==> config.mk <==
export PLATFORM = sky130hd
export DESIGN_NAME = sleep_ctrl
export DESIGN_NICKNAME = d
export VERILOG_FILES = /design/src/rtl/sleep_ctrl.sv
export SDC_FILE = /design/constraint.sdc
export NUM_CORES = 1
export LEC_CHECK = 0
export BUFFER_PORTS_ARGS = -buffer_cell sky130_fd_sc_hd__buf_2
export CORE_MARGIN = 4
export CORE_UTILIZATION = 32
export CTS_CLUSTER_SIZE = 24
export DETAILED_ROUTE_END_ITERATION = 10
export PLACE_DENSITY = 0.68
export SLEW_MARGIN = 15
export SYNTH_ARGS = -nofsm -noshare
export SYNTH_HDL_FRONTEND = slang
export SYNTH_SLANG_ARGS = --single-unit
==> constraint.sdc <==
create_clock -name clk -period 3.27 [get_ports clk]
set_input_delay 0.4905 -clock clk [delete_from_list [all_inputs] [get_ports clk]]
set_output_delay 0.4905 -clock clk [all_outputs]
set_load 0.1 [all_outputs]
==> src/rtl/sleep_ctrl.sv <==
module sleep_ctrl #(
  parameter int SYNC_STAGES = 2
) (
  input  logic       clk,
  input  logic       rst_n,
  input  logic [1:0] mode,
  input  logic       sleep_en,
  input  logic       sleep_req,
  input  logic       adc_en,
  input  logic       wk_irq,
  input  logic       wk_adc,
  input  logic       wk_tmr,
  input  logic       wk_ext,
  input  logic       wk_wdt,
  output logic       en_cpu,
  output logic       en_io,
  output logic       en_adc,
  output logic       en_tmr,
  output logic       wake_pulse,
  output logic [4:0] pend_o,
  output logic [2:0] state_o
);

  localparam int NSRC = 5;

  logic [NSRC-1:0] sync_q [SYNC_STAGES];
  logic            asleep;
  logic [1:0]      mode_q;

  function automatic logic [NSRC-1:0] accept(input logic [1:0] m);
    case (m)
      2'b00:   accept = 5'b11111;
      2'b01:   accept = 5'b01010;
      2'b10:   accept = 5'b01100;
      default: accept = 5'b11000;
    endcase
  endfunction

  always_ff @(posedge clk or negedge rst_n) begin
    if (!rst_n) begin
      for (int i = 0; i < SYNC_STAGES; i++) sync_q[i] <= '0;
    end else begin
      sync_q[0] <= {wk_wdt, wk_ext, wk_tmr, wk_adc, wk_irq};
      for (int i = 1; i < SYNC_STAGES; i++) sync_q[i] <= sync_q[i-1];
    end
  end

  assign pend_o = sync_q[SYNC_STAGES-1];

  wire go_sleep = !asleep && sleep_req && sleep_en && ((pend_o & accept(mode)) == '0);
  wire go_wake  = asleep && ((pend_o & accept(mode_q)) != '0);

  always_ff @(posedge clk or negedge rst_n) begin
    if (!rst_n) begin
      asleep     <= 1'b0;
      mode_q     <= 2'b00;
      wake_pulse <= 1'b0;
    end else begin
      wake_pulse <= go_wake;
      if (go_sleep) begin
        asleep <= 1'b1;
        mode_q <= mode;
      end else if (go_wake) begin
        asleep <= 1'b0;
      end
    end
  end

  wire light = asleep && !mode_q[1];

  assign state_o = asleep ? {1'b1, mode_q} : 3'b000;
  assign en_cpu  = !asleep;
  assign en_io   = !asleep || light;
  assign en_adc  = asleep ? (mode_q == 2'b01 || (mode_q == 2'b00 && adc_en)) : adc_en;
  assign en_tmr  = !asleep || mode_q != 2'b11;

endmodule

==> results of run 1 <==
flip-flops by register name, indices dropped and copies added, names as in the netlist:
register and flops:
pend_o 5, sync_q 5, mode_q 2, asleep 1
wake_pulse 1
area by class of cell:
| type | count | area [µm²] |
|---|---|---|
| Sequential cell | 14 | 350 |
| Fill cell | 208 | 1160 |
| Timing Repair Buffer | 24 | 120 |
| Tap cell | 27 | 33.8 |
| Inverter | 7 | 26.3 |
| Clock buffer | 4 | 36.3 |
| Multi-Input combinational cell | 33 | 272 |
cell usage in the layout, fill, tap and decap left out, drive strengths merged, types with 2 or more instances in the layout:
master  synthesis  final
buf             6     24
dfrtp          14     14
ha              9      9
inv             7      7
nand2           5      5
o21ai           4      4
clkbuf          0      4
nor2            3      3
mux2i           2      2
logic make-up (layout without fill, tap and decap cells):
| kind of cell | after synthesis | count (layout) |
|---|---|---|
| DFF | 14 | 14 |
| and+or+nand+nor | 13 | 13 |
| buffers and inverters | 13 | 35 |
| adders and majority gates | 9 | 9 |
| AOI/OAI and AO/OA | 9 | 9 |
| muxes | 2 | 2 |
through the flow:
step                setup slack, ps  instance area, µm²  cells  power [W]
floorplan                       529                 693     60   0.000329
global placement               1400                 802    105   0.000353
detailed placement             1400                 802    105   0.000356
CTS                            1190                 838    109   0.000476
global route                   1090                 838    109   0.000498
finish                         1200                 838    109   0.000468
metal layers:
metal / share of wire [%] / track usage (%) / vias up
li1: - / - / 232
met1: 44 / 9.26 / 202
met2: 43 / 13.5 / 21
met3: 13 / 3.54 / 0
met4: 0 / 3.73 / 0
met5: 0 / 0 / -
where the power goes:
group / internal [W] / total [W] / leakage (nW) / switching (W)
clock: 0.0000676 / 0.000117 / 0.0210 / 0.0000492
combinational: 0.0000357 / 0.000147 / 0.248 / 0.000111
sequential: 0.000189 / 0.000204 / 0.167 / 0.0000156
total: 0.000292 / 0.000468 / 0.435 / 0.000176
Yosys cell counts:
library cell | instances | share of area, %
nor2_1 | 3 | 1.6
o22ai_1 | 1 | 0.90
mux2i_1 | 2 | 2.9
nand3_1 | 1 | 0.72
nand2_1 | 5 | 2.7
dfrtp_1 | 14 | 51
o21ai_1 | 1 | 0.72
a31o_1 | 1 | 1.3
buf_4 | 6 | 6.5
nor2b_1 | 1 | 0.90
a211oi_1 | 1 | 1.1
and2b_4 | 1 | 1.4
ha_1 | 9 | 16
a21oi_1 | 1 | 0.72
a2111oi_4 | 1 | 4.0
o21ai_0 | 3 | 2.2
and2_1 | 1 | 0.90
inv_1 | 7 | 3.8
nand2b_1 | 1 | 0.90
how the worst min path moves through the flow:
stage            endpoint  slack [ps]  cells after the start
4_1_cts        wake_pulse          90                      1
6_report        pend_o[0]         100                      1
3_5_place_dp    pend_o[3]         340                      0
5_1_grt        wake_pulse         100                      1
2_1_floorplan      asleep         190                      0
3_3_place_gp    pend_o[4]         330                      0
==> impl_results.md, run 1 <==
* Slew Limit Fails at 0
* WL final at 1150 µm
* Slew HR at between 60% and 70%
* Cts repair resizes at 0
* Crit path cell chain: inv_1 -> ha_1 -> o21ai_0 -> nand2_1 -> buf_2
* Levels on crit path at 5
* Final-stage net count at 104
* Antenna cells at 0
* Buf/Inv on CP at 2
* Die Height at roughly 55 µm
* Startpoint types: flop
* Syn Area/Cell at 11.6 µm²
* Synth Area in Adders at 16.2%
* Setup-failing EPs final at 0
* CTS tree: done
* Post-Syn Nets at 81
* HP Class: in2async
* Status: finished, final reports clean
* Synthesized flop and latch total at 14
* Die width at 54.5 µm
* CP Capture Point: en_adc
* Final min period at 2070 ps
* DRT iter0 DRCs at 4
* Number of vias per cell at 4.17
* Final hold vios at 0
* Number of max-cap violations at 0
* GRT Total Usage at between 8 and 9%
* H-tree levels at 1
* Final ANT Viol Nets at 0
* Synthesized area at 693 µm²
* Placer Congestion at 0.789
* Synth Area in XOR/XNOR at 0%
* Global-route wire length before repair at 1730 µm
* Crit path max-delay family: buffers and inverters
* Dpl hpwl at 981 µm
* Sequential share of the synthesized area at 50.5%
* Hold-fix buffers, CTS at 0
* PwrDens at between 500 and 600 nW/µm²
* Crit end category: primary output
* CP max stage cell: dfrtp_1
* Finished Core Util at 41.9%
* R2R setup slack at 1860 ps
* Area added between synthesis and finish at 20.9%
* Largest family of logic cells by synthesized area: adder cells
* Fin crit share at 63.2%
* Vias in the first global route at 438
* Initial antenna violation count at 0
* Number of synthesis warnings at 0
* Worst Path Arrival at 1580 ps
* Post-CTS setup buffer count at 0
* Gr ovfl total at 0
* Initial Util at between 30% and 40%
* Routed length per instance at 10.5 µm
* CP peak stage delay at 420 ps
* Num rows at 16
* Worst Setup SP: mode_q[0]
* Hold WS at a little under 100 ps
* Buffer depth of the longest clock path at 2
* Slew @ Worst Pin at 490 ps
* Maximum vdd drop at between 300 and 400 µV
* Post-Syn Instances at 60
* FF-to-FF End: mode_q[0]
* Simple-gate area share of the yosys netlist at between 9 and 10%
* DRC at 0
* I/O Buffers at 24
* Compound-Gate Fraction of Synth Area at 10.8%
* Crit Path Max Fanout at 4
* Cell leakage power at 0.435 nW
* RSZ-0062 raised after global routing: false
* Maximum number of pins on one net before global-route repair at 15
* DIE AREA at 2970 µm²
* Via count at ~460
* CTS Buf Count at 3
* Clk root buf: clkbuf_4
* Share of layout cells above drive strength 1 at between 30% and 40%
* Critical path class: reg2out
* Core ar. at 2000 µm²
* Clk Latency, worst-skew pair at between 200 and 300 ps
* DR pass1 iterations at 4
* Mux cell area share after synthesis at 2.89%
* Yosys cell types at 19
* Clk pin slew, worst setup/hold paths at 80 ps
* Fmax at 484 MHz
* Clock skew at 3.90 ps
* Worst reg2reg path depth at 4
* Boundary Pins at 25
* Critical Path RT at 2780 ps
* CTS Sinks at 14
* TNS Setup at 0 ps
* Worst r2r src: asleep
(Power assumes the default switching activity.)
==> run 2: changes to the inputs <==
==> constraint.sdc (replaced) <==
create_clock -name clk -period 2 [get_ports clk]
set_input_delay 0.3 -clock clk [delete_from_list [all_inputs] [get_ports clk]]
set_output_delay 0.3 -clock clk [all_outputs]
set_load 0.1 [all_outputs]
==> run 2 against run 1 <==
- cell count did not move
- count of clock-buffer cells in the layout is 1 lower
- worst hold slack better by 40 ps
- flip-flop and latch count stayed put
- register-to-register slack got worse by 1300 ps
- first-iteration DRC count down 100%
- final area up 1.2%
- combinational power is 67% higher
- clock skew down 1.5 ps
- critical path depth did not move
==> impl_results.md, run 2 (synthesized netlist as in run 1, its figures left out) <==
* Status: finished, final reports clean (unchanged)
* H-tree levels at 1 (unchanged)
* I/O Buffers at 24 (unchanged)
* Setup-failing EPs final at 0 (unchanged)
* Final min period at 1830 ps
* Slew HR at 67.6% (about the same)
* Die Height at 54.5 µm (unchanged)
* Buffer depth of the longest clock path at 2 (unchanged)
* HP Class: in2reg (was in2async)
* Via count at 473 (was 455)
* Crit path cell chain: inv_1 -> ha_1 -> o21ai_0 -> nand2_2 -> buf_4 (was inv_1 -> ha_1 -> o21ai_0 -> nand2_1 -> buf_2)
* Share of layout cells above drive strength 1 at 40.2% (was 36.6%)
* Area added between synthesis and finish at 22.4% (was 20.9%)
* Met2 routed WL at 503 µm (was 493 µm)
* Crit Path Max Fanout at 4 (unchanged)
* Num rows at 16 (unchanged)
* Slew Limit Fails at 0 (unchanged)
* CTS Buf Count at 3 (unchanged)
* PwrDens at 852 nW/µm² (was 558 nW/µm²)
* Final-stage net count at 105 (was 104)
* Critical path class: reg2out (unchanged)
* DRT iter0 DRCs at 0 (was 4)
* Core ar. at 2000 µm² (unchanged)
* Antenna cells at 0 (unchanged)
* Maximum vdd drop at 538 µV (was 342 µV)
* Area of placed instances at 813 µm² (was 802 µm²)
* Clk root buf: clkbuf_4 (unchanged)
* Most common cell after layout, fill and taps aside: buf_2 (unchanged)
* WL final at 1140 µm (was 1150 µm)
* Cell leakage power at 0.424 nW (was 0.435 nW)
* CP max stage cell: dfrtp_1 (unchanged)
* Met1 wire length at 487 µm (was 506 µm)
* Finished Cell Area at 848 µm² (was 838 µm²)
* DR pass1 iterations at 1 (was 4)
* Vias in the first global route at 480 (was 438)
* Placer Congestion at 0.905 (was 0.789)
* Worst reg2reg path depth at 4 (unchanged)
* Clk pin slew, worst setup/hold paths at 70 ps (was 80 ps)
* DR WL met3 at 124 µm (was 145 µm)
* Critical Path RT at 1700 ps (was 2780 ps)
* Clock skew at 2.43 ps (was 3.90 ps)
* Dpl hpwl at 982 µm (was 981 µm)
* Max Used Layer: met4 (was met3)
* Final hold vios at 0 (unchanged)
* Worst Path Arrival at 1530 ps (was 1580 ps)
* DRC at 0 (unchanged)
* DIE AREA at 2970 µm² (unchanged)
* Global-route wire length before repair at 1900 µm (was 1730 µm)
* Slew @ Worst Pin at 489 ps (was 490 ps)
* Maximum number of pins on one net before global-route repair at 15 (unchanged)
* CTS Sinks at 14 (unchanged)
* Initial Util at 34.6% (unchanged)
* Startpoint types: flop (unchanged)
* Boundary Pins at 25 (unchanged)
* GRT Total Usage at 8.78% (was 8.28%)
* TNS Setup at 0 ps (unchanged)
* CP peak stage delay at 410 ps (was 420 ps)
* FILL cells at 210 (was 208)
* Clk Latency, worst-skew pair at 260 ps (was 270 ps)
* RSZ-0062 raised after global routing: false (unchanged)
* Fmax at 548 MHz
* Hold path depth at 1
* Number of vias per cell at 4.34 (was 4.17)
* Number of max-cap violations at 0 (unchanged)
* Final ANT Viol Nets at 0 (unchanged)
* Routed length per instance at 10.5 µm (about the same)
* Initial antenna violation count at 0 (unchanged)
* CTS tree: done (unchanged)
* Crit end category: primary output (unchanged)
* Most frequent cells in the layout: buf_2 (23), dfrtp_1 (14), ha_1 (9) (was buf_2 (24), dfrtp_1 (14), ha_1 (9))
* Die width at 54.5 µm (unchanged)
* Gr ovfl total at 0 (unchanged)
* Fin crit share at about 91%
[run 2: changes by cell type in the layout (fill, tap and decap cells not counted), sizes merged]
cell         delta
clkbuf          -1
clkinvlp        +1
dlygate4sd3     +1
inv             -1
[run 2: area by class of cell]
type,instances,area (µm²),area share [%]
Sequential cell,14,350,41.3
Multi-Input combinational cell,33,279,32.9
Timing Repair Buffer,25,133,15.6
Tap cell,27,33.8,3.98
Inverter,7,30.0,3.54
Clock buffer,3,22.5,2.65
[run 2: through the flow]
stage / utilization [%] / hold slack (ps) / cells / total power (W) / setup WS, ps
floorplan: - / 4.41 / 60 / 0.000542 / -117
global placement: 40.6 / 199 / 105 / 0.000584 / 321
detailed placement: 40.6 / 204 / 105 / 0.000588 / 329
CTS: 42.3 / 131 / 109 / 0.000734 / 54.3
global route: 42.4 / 123 / 109 / 0.000774 / 37.6
finish: 42.4 / 139 / 109 / 0.000723 / 174
[run 2: path summary, 6_finish.rpt]
check / start / end / slack [ps]
min in group asynchronous: rst_n / sync_q[8] / 450
min: wk_tmr / sync_q[7] / 140
max in group asynchronous: rst_n / pend_o[1] / 1320
max reg2reg: asleep / mode_q[0] / 540
min reg2reg: sync_q[7] / pend_o[2] / 350
max: mode_q[0] / en_adc / 170
[run 2: critical path, delay by kind of cell (launching register included)]
| kind | cells | cell delay, ps |
|---|---|---|
| DFF | 1 | 410 |
| buffers and inverters | 2 | 350 |
| adders and majority gates | 1 | 240 |
| AOI/OAI and AO/OA | 1 | 210 |
| and+or+nand+nor | 1 | 60 |
[run 2: layer usage]
layer	up-vias	track usage, %
met5	-	0
met1	215	10.1
met4	0	4.15
met2	20	14.3
met3	2	3.27
li1	236	-
[run 2: what timing repair did]
action,in CTS,in global routing
hold buffers,1,0
resized for setup,0,2
hold endpoints to repair,14,0
setup endpoints to repair,0,1
buffers inserted,0,0
[run 2: power by group]
part           total [W]  switching (W)  internal [W]
registers       0.000336      0.0000272      0.000308
clock network   0.000142      0.0000728     0.0000694
logic           0.000245       0.000184     0.0000613
==> run 3: changes to the inputs <==
--- a/config.mk
+++ b/config.mk
@@ -6,6 +6,7 @@
 export NUM_CORES = 1
 export LEC_CHECK = 0
 export BUFFER_PORTS_ARGS = -buffer_cell sky130_fd_sc_hd__buf_2
+export CORE_ASPECT_RATIO = 0.75
 export CORE_MARGIN = 4
 export CORE_UTILIZATION = 32
 export CTS_CLUSTER_SIZE = 24
==> run 3 against run 2 <==
- count of clock-buffer cells in the layout is 1 higher
- register-to-register slack improved by 20 ps
- non-clock buffer count unchanged
- die area grew 0.26%
- worst hold slack lost 12 ps
- utilization is 0.13 points lower
- first-iteration DRC count rose by 10
- clock power increased by 39%
- via count grew 0.21%
- critical path depth unchanged
- clock skew rose by 4.4 ps
- combinational power is essentially flat
==> impl_results.md, run 3 (synthesized netlist as in run 1, its figures left out) <==
* Most frequent cells in the layout: buf_2 (23), dfrtp_1 (14), ha_1 (9) (unchanged)
* PwrDens at 905 nW/µm² (was 852 nW/µm²)
* Worst Path Arrival at 1570 ps (was 1530 ps)
* Die Height at 48.3 µm (was 54.5 µm)
* DIE AREA at 2980 µm² (was 2970 µm²)
* H-tree levels at 1 (unchanged)
* Clk Latency, worst-skew pair at 270 ps (was 260 ps)
* Final-stage net count at 105 (unchanged)
* Net Sw Frac at 38.1% (was 39.2%)
* Via count at 474 (was 473)
* Final ANT Viol Nets at 0 (unchanged)
* CTS Sinks at 14 (unchanged)
* Num rows at 14 (was 16)
* Fin crit share at 93.5% (was 91.3%)
* Setup-failing EPs final at 0 (unchanged)
* Global-route wire length before repair at 1990 µm (was 1900 µm)
* Die width at 61.7 µm (was 54.5 µm)
* HP Class: in2reg (unchanged)
* Initial antenna violation count at 0 (unchanged)
* Vias in the first global route at 472 (was 480)
* Area added between synthesis and finish at 23.8% (was 22.4%)
* Antenna cells at 0 (unchanged)
* Startpoint types: flop (unchanged)
* Most common cell after layout, fill and taps aside: buf_2 (unchanged)
* Number of vias per cell at 4.43 (was 4.34)
* Status: finished, final reports clean (unchanged)
* Dpl hpwl at 1060 µm (was 982 µm)
* Maximum number of pins on one net before global-route repair at 15 (unchanged)
* Routed length per instance at 11.3 µm (was 10.5 µm)
* Area of placed instances at 810 µm² (was 813 µm²)
* Initial Util at 34.1% (was 34.6%)
* Placer Congestion at 0.771 (was 0.905)
* Clock skew at 6.85 ps (was 2.43 ps)
* Final min period at 1870 ps (was 1830 ps)
* Gr ovfl total at 0 (unchanged)
* Slew Limit Fails at 0 (unchanged)
* DRT iter0 DRCs at 10 (was 0)
* Crit end category: primary output (unchanged)
* Number of max-cap violations at 0 (unchanged)
* Finished Cell Area at 858 µm² (was 848 µm²)
* Core ar. at 2030 µm² (was 2000 µm²)
* Clock power share at 25.3% (was 19.7%)
* CTS Buf Count at 3 (unchanged)
* Boundary Pins at 25 (unchanged)
* Slew @ Worst Pin at 492 ps (was 489 ps)
* Maximum vdd drop at 474 µV (was 538 µV)
* I/O Buffers at 24 (unchanged)
* Clk root buf: clkbuf_4 (unchanged)
* Fmax at 535 MHz (was 548 MHz)
* Internal power at 0.000481 W (was 0.000439 W)
* Post-CTS setup buffer count at 0 (unchanged)
* Hold WS at 126 ps (was 139 ps)
* DRC at 0 (unchanged)
* CTS tree: done (unchanged)
* Critical path class: reg2out (unchanged)
* WL final at 1210 µm (was 1140 µm)
* Cell leakage power at 0.431 nW (was 0.424 nW)
* Sequential Power Share at 43.0% (was 46.4%)
* Critical Path RT at 1700 ps (about the same)
* Crit Path Max Fanout at 5 (was 4)
* Share of power burned in combinational logic at 31.7% (was 33.9%)
* Net switching power at 0.000296 W (was 0.000284 W)
* Share of layout cells above drive strength 1 at 41.0% (was 40.2%)
* RSZ-0062 raised after global routing: false (unchanged)
* Clk pin slew, worst setup/hold paths at 90 ps (was 70 ps)
* GRT Total Usage at 8.75% (was 8.78%)
* DR pass1 iterations at 2 (was 1)
* Final hold vios at 0 (unchanged)
* Buffer depth of the longest clock path at 2 (unchanged)
* Slew HR at 67.5% (was 67.6%)
[run 3: cell count changes in the layout (fill, tap and decap cells not counted)]
cell      delta
buf_4        -1
clkbuf_4     +1
clkbuf_8     +1
[run 3: power groups by stage]
stage	Clock [W]	Sequential, W	Combinational (W)
2_1_floorplan	0	0.000344	0.000198
3_3_place_gp	0	0.000339	0.000242
3_5_place_dp	0	0.000341	0.000248
4_1_cts	0.000205	0.000335	0.000251
5_1_grt	0.000221	0.000339	0.000269
6_report	0.000197	0.000334	0.000246
[run 3: layer usage]
layer  GRT usage (%)  wire length (µm)  up-vias
met1            10.4               539      216
met3            6.38               158        0
li1                -                 -      238
met4               0                 0        0
met2            13.6               516       20
met5               0                 0        -
[run 3: area by class of cell]
class | count | area (µm²)
fillers | 203 | 1170
flip-flops and latches | 14 | 350
multi-input cells | 33 | 279
repair buffers | 25 | 133
clock buffers | 4 | 36.3
inverters | 7 | 30.0
well taps | 24 | 30.0
[run 3: final timing paths]
path | startpoint | to | slack (ps) | depth (start not counted)
max in group asynchronous | rst_n | pend_o[0] | 1330 | 2
setup / recovery | mode_q[1] | en_adc | 130 | 5
min in group asynchronous | rst_n | sync_q[8] | 440 | 2
setup reg to reg | asleep | mode_q[0] | 560 | 4
hold / removal | wk_ext | sync_q[8] | 130 | 1
hold reg to reg | sync_q[7] | pend_o[2] | 350 | 0
[run 3: what timing repair did]
item	in CTS	in global routing
hold buffers	1	0
setup endpoints to repair	0	1
hold endpoints to repair	14	0
gates resized for setup	0	1
[run 3: metrics by stage]
stage | cells | setup WS, ps | total power (W) | TNS, ps | utilization [%]
2_1_floorplan | 60 | -117 | 0.000542 | -136 | -
3_3_place_gp | 102 | 328 | 0.000581 | 0 | 39.8
3_5_place_dp | 102 | 300 | 0.000589 | 0 | 39.8
4_1_cts | 107 | 49.9 | 0.000791 | 0 | 42.1
5_1_grt | 107 | 8.59 | 0.000829 | 0 | 42.2
6_report | 107 | 130 | 0.000777 | 0 | 42.2
[run 3: critical path, stage by stage, from the launching register on]
cell and delay [ps]:
dfrtp_1 440, inv_1 110, ha_1 220, o21ai_0 200, nand2_2 50, clkbuf_4 280
